`src/rtl/dma_irq_pkg.sv`:
```
package dma_irq_pkg;
  localparam int unsigned REG_W      = 32;
  localparam int unsigned FLAG_LO    = 24;
  localparam int unsigned FLAG_SLOTS = 7;
  localparam int unsigned BUSERR_BIT = 15;
  localparam int unsigned GEN_BIT    = 23;
  localparam int unsigned MASTER_BIT = 31;
  localparam logic [REG_W-1:0] CTRL_MASK = 32'h00FF_803F;

  // Mask covering the flag bits owned by the first n channels.
  function automatic logic [REG_W-1:0] flag_mask(input int unsigned n);
    logic [REG_W-1:0] m;
    m = '0;
    for (int unsigned i = 0; i < FLAG_SLOTS; i++)
      if (i < n) m[FLAG_LO+i] = 1'b1;
    return m;
  endfunction

  // Master condition evaluated on a candidate register value.
  function automatic logic master_cond(input logic [REG_W-1:0] v);
    return v[BUSERR_BIT] | (v[GEN_BIT] & (|v[FLAG_LO +: FLAG_SLOTS]));
  endfunction
endpackage

```
`src/rtl/dicr_next_value.sv`:
```
module dicr_next_value
  import dma_irq_pkg::*;
#(
  parameter int unsigned NUM_CH = 7
) (
  input  logic [REG_W-1:0]  cur,
  input  logic              wr_en,
  input  logic [REG_W-1:0]  wr_data,
  input  logic [NUM_CH-1:0] done_i,
  output logic [REG_W-1:0]  nxt_base,
  output logic              update
);
  logic [REG_W-1:0]      ctrl_part;
  logic [FLAG_SLOTS-1:0] flags;

  assign ctrl_part = wr_en ? (wr_data & CTRL_MASK) : (cur & CTRL_MASK);

  for (genvar n = 0; n < FLAG_SLOTS; n++) begin : g_flag
    if (n < NUM_CH) begin : g_live
      assign flags[n] = (cur[FLAG_LO+n] & ~(wr_en & wr_data[FLAG_LO+n])) | done_i[n];
    end else begin : g_tied
      assign flags[n] = 1'b0;
    end
  end

  always_comb begin
    nxt_base = ctrl_part;
    nxt_base[FLAG_LO +: FLAG_SLOTS] = flags;
    nxt_base[MASTER_BIT] = 1'b0;
  end

  assign update = wr_en | (|done_i);
endmodule

```
`src/rtl/dicr_master_eval.sv`:
```
module dicr_master_eval
  import dma_irq_pkg::*;
(
  input  logic [REG_W-1:0] nxt_base,
  input  logic             cur_master,
  input  logic             update,
  output logic             cond_now,
  output logic             master_next,
  output logic             fire
);
  assign cond_now    = master_cond(nxt_base);
  assign master_next = update ? cond_now : cur_master;
  assign fire        = update & cond_now & ~cur_master;
endmodule

```
`src/rtl/dma_irq_ctrl.sv`:
```
module dma_irq_ctrl
  import dma_irq_pkg::*;
#(
  parameter int unsigned NUM_CH = 7
) (
  input  logic              clk,
  input  logic              rst_n,
  input  logic              wr_en,
  input  logic [31:0]       wr_data,
  input  logic [NUM_CH-1:0] done_i,
  output logic [31:0]       rd_data,
  output logic              irq_pulse
);
  logic [REG_W-1:0] reg_q;
  logic [REG_W-1:0] nxt_base;
  logic             update_evt;
  logic             cond_now;
  logic             master_next;
  logic             fire;

  dicr_next_value #(.NUM_CH(NUM_CH)) u_next (
    .cur      (reg_q),
    .wr_en    (wr_en),
    .wr_data  (wr_data),
    .done_i   (done_i),
    .nxt_base (nxt_base),
    .update   (update_evt)
  );

  dicr_master_eval u_master (
    .nxt_base    (nxt_base),
    .cur_master  (reg_q[MASTER_BIT]),
    .update      (update_evt),
    .cond_now    (cond_now),
    .master_next (master_next),
    .fire        (fire)
  );

  always_ff @(posedge clk or negedge rst_n) begin
    if (!rst_n) begin
      reg_q     <= '0;
      irq_pulse <= 1'b0;
    end else begin
      reg_q     <= {master_next, nxt_base[MASTER_BIT-1:0]};
      irq_pulse <= fire;
    end
  end

  assign rd_data = reg_q;
endmodule

```
`config.mk`:
```
export PLATFORM = sky130hd
export DESIGN_NAME = dma_irq_ctrl
export DESIGN_NICKNAME = d
export VERILOG_FILES = /design/src/rtl/dma_irq_pkg.sv /design/src/rtl/dicr_next_value.sv /design/src/rtl/dicr_master_eval.sv /design/src/rtl/dma_irq_ctrl.sv
export SDC_FILE = /design/constraint.sdc
export NUM_CORES = 1
export LEC_CHECK = 0
export ABC_AREA = 0
export BUFFER_PORTS_ARGS = -buffer_cell sky130_fd_sc_hd__buf_2
export CAP_MARGIN = 20
export CELL_PAD_IN_SITES_DETAIL_PLACEMENT = 0
export CELL_PAD_IN_SITES_GLOBAL_PLACEMENT = 1
export CORE_MARGIN = 5
export CORE_UTILIZATION = 32
export CTS_CLUSTER_SIZE = 20
export DETAILED_ROUTE_END_ITERATION = 8
export PLACE_DENSITY = 0.88
export SYNTH_ARGS = -nofsm -noshare
export SYNTH_HDL_FRONTEND = slang
export SYNTH_SLANG_ARGS = --single-unit
```
`constraint.sdc`:
```
create_clock -name clk -period 2.3 [get_ports clk]
set_input_delay 0.575 -clock clk [delete_from_list [all_inputs] [get_ports clk]]
set_output_delay 0.575 -clock clk [all_outputs]
set_load 0.01 [all_outputs]
```
==> results_dict.tcl <==
set metrics [dict create \
    finalCritPeriodShare_pct 69.1 \
    design_area_um2 1440 \
    dpl-instance-area_um2 1400 \
    synth-xor-area-share_pct 0 \
    hold_violations 0 \
    critPathLaunchType "input port" \
    postCtsHoldBufs 0 \
    synth_cell_type_count 27 \
    num_io_pins 75 \
    postCtsSetupRepairBufs 0 \
    vdd_drop_max_mv 0.198 \
    synthFlopType "dfrtp_1" \
    cts_tree "done" \
    fillers 329 \
    synth_area_um2 1140 \
    htreeDepth 1 \
    synth_seq_cells 24 \
    synthArstFlopShare_pct 100 \
    cts_sinks 24 \
    rsz0062_at_grt "no" \
    layout_commonest_cell "buf_2" \
    r2r-start "rd_data[26]" \
    synth_compound_area_share_pct 9.01 \
    setup_viol 0 \
    grt_max_degree 25 \
    worstSkewPairLatency_ps 300 \
    drive_gt1_share_pct 59.4 \
    syn_inst 88 \
    dp_hpwl_um 1970 \
    via_per_inst 4.44 \
    num_antenna_cells 0 \
    crit_chain "buf_2 > buf_4 > nor4_4 > nand2_2 > mux2_4 > a21oi_2" \
    crit_start "wr_en" \
    avgSynthCellArea_um2 12.9 \
    crit_path_end_kind "flip-flop" \
    die_y_um 69.7 \
    grt_pass1_vias 901 \
    cpLargestDelayFamily "buffers and inverters" \
    fin_crit_ps 1590 \
    ant_nets 0 \
    synth_edf_count 0 \
    seqPwrFrac_pct 55.1 \
    die_x_um 69.7 \
    power_switching_uw 228 \
    fin_skew_ps 4.74 \
    criticalPathCategory "input port to flip-flop" \
    path_max_fanout 17 \
    synthMuxAreaShare_pct 16.2 \
    die_area_um2 4850 \
    overflow 0 \
    clk_path_buf_depth 2 \
    status "finished clean" \
    yosys.area_share.simple_pct 11.2 \
    initial_core_util_pct 33.6 \
    synth_top_family_by_area "multiplexers" \
    clk_pin_slew_ps 130 \
    fin_nets 186 \
    drt_iter0_drc 27 \
    grt_antenna_before_repair 0 \
    cts_buffers 3 \
    firstDrtPassIters 4 \
    vias 839 \
    path_buf_inv 2 \
    crit_arrival_ps 1840 \
    syn2layout_area_growth_pct 26.5 \
    core_area_um2 3390 \
    power_frac_clock_pct 24.6 \
    sw_frac_of_total_pct 26.2 \
    slew_headroom_pct 64.8 \
    worstMarginPinSlew_ps 528 \
    num_rows 21 \
    drv_slew 0 \
    drc 0 \
    drt_wl_total_um 2360 \
    maxCapViolations 0 \
    wl_per_cell_um 12.5 \
    ys_seq_area_share_pct 52.7 \
    root_buffer "clkbuf_4" \
    critPathMaxStageDelay_ps 310 \
    leakage_uw 0.000695 \
    fin_setup_tns_ps 0 \
    fmax_mhz 629 \
    synth_adder_area_share_pct 0 \
    cpMaxStageDelayCell "mux2_4" \
    p_per_area_nw_per_um2 604 \
    grt_pass1_wl_um 4080 \
    p_comb_share_pct 20.3 \
    grt_use_total_pct 10.1 \
    intPower_uw 642 \
    layout_common_cells "55 x buf_2, 24 x dfrtp_1, 15 x mux2_2" \
    min_path_type "input port to asynchronous set/reset pin" \
    gp_congestion 0.777 \
    port-buffer-count 55 \
    post_cts_resized 0 \
    required_ps 2550 \
    yosysWarnings 0 \
]
## worst paths after layout
path / end / slack [ps] / depth (start not counted)
max in group asynchronous: rd_data[21] / 1720 / 1
min in group clk: rd_data[0] / 490 / 2
setup / recovery: rd_data[31] / 710 / 6
hold reg to reg: rd_data[21] / 520 / 1
setup reg to reg: rd_data[31] / 960 / 4
hold / removal: irq_pulse / 230 / 1
## metal layers
metal / up-vias / wire length [um] / GRT usage, %
met1: 397 / 860 / 10.8
met4: 0 / 0 / 1.91
met2: 43 / 1240 / 18.9
met5: - / 0 / 0
met3: 0 / 258 / 3.91
li1: 399 / - / -
## cells by family after synthesis
logic type      Yosys count
buf+inv                  17
mux                      16
other cells               1
simple gates             17
compound gates           13
flops                    24
## worst register-to-register path, cell delays in order (launching register included)
cell and delay, ps:
dfrtp_1 390, a21boi_1 140, a2111oi_2 400, and3_2 250, a21oi_2 50
## layout make-up
type | count | area [um2] | area share (%)
sequential | 24 | 601 | 41.7
multi-input combinational | 55 | 448 | 31.1
timing repair buffer | 56 | 283 | 19.6
tap | 46 | 57.6 | 4.00
clock buffer | 4 | 36.3 | 2.52
inverter | 4 | 15.0 | 1.04
## synthesized netlist by cell type, types with 2 or more instances
| master | n | area share [%] |
|---|---|---|
| inv_1 | 4 | 1.3 |
| a21o_1 | 4 | 2.6 |
| buf_4 | 10 | 6.6 |
| nand2_1 | 5 | 1.6 |
| or2_2 | 2 | 1.1 |
| nand2b_1 | 2 | 1.1 |
| nor2_1 | 2 | 0.66 |
| mux2_2 | 15 | 15 |
| a31oi_1 | 2 | 1.1 |
| nor4_4 | 2 | 3.7 |
| dfrtp_1 | 24 | 53 |
## through the flow
stage	total power, uW	hold slack [ps]	setup WS (ps)	instances	utilization [%]
final	869	227	710	189	42.5
after global routing	931	261	668	189	42.5
after floorplan	594	279	770	96	-
after detailed placement	669	490	374	185	41.4
after global placement	660	486	418	185	41.4
after CTS	889	237	708	189	42.5
## sequential cells by signal, indices dropped and copies added, names as in the netlist
signal,count
irq_pulse,1
rd_data,23
## power groups by stage
stage	Clock, uW	Combinational (uW)	Sequential, uW
after floorplan	0	88.1	506
after global routing	250	195	486
after detailed placement	0	180	489
final	214	176	480
after global placement	0	175	485
after CTS	228	180	480
Note: power is estimated with default switching activity, not from simulation.
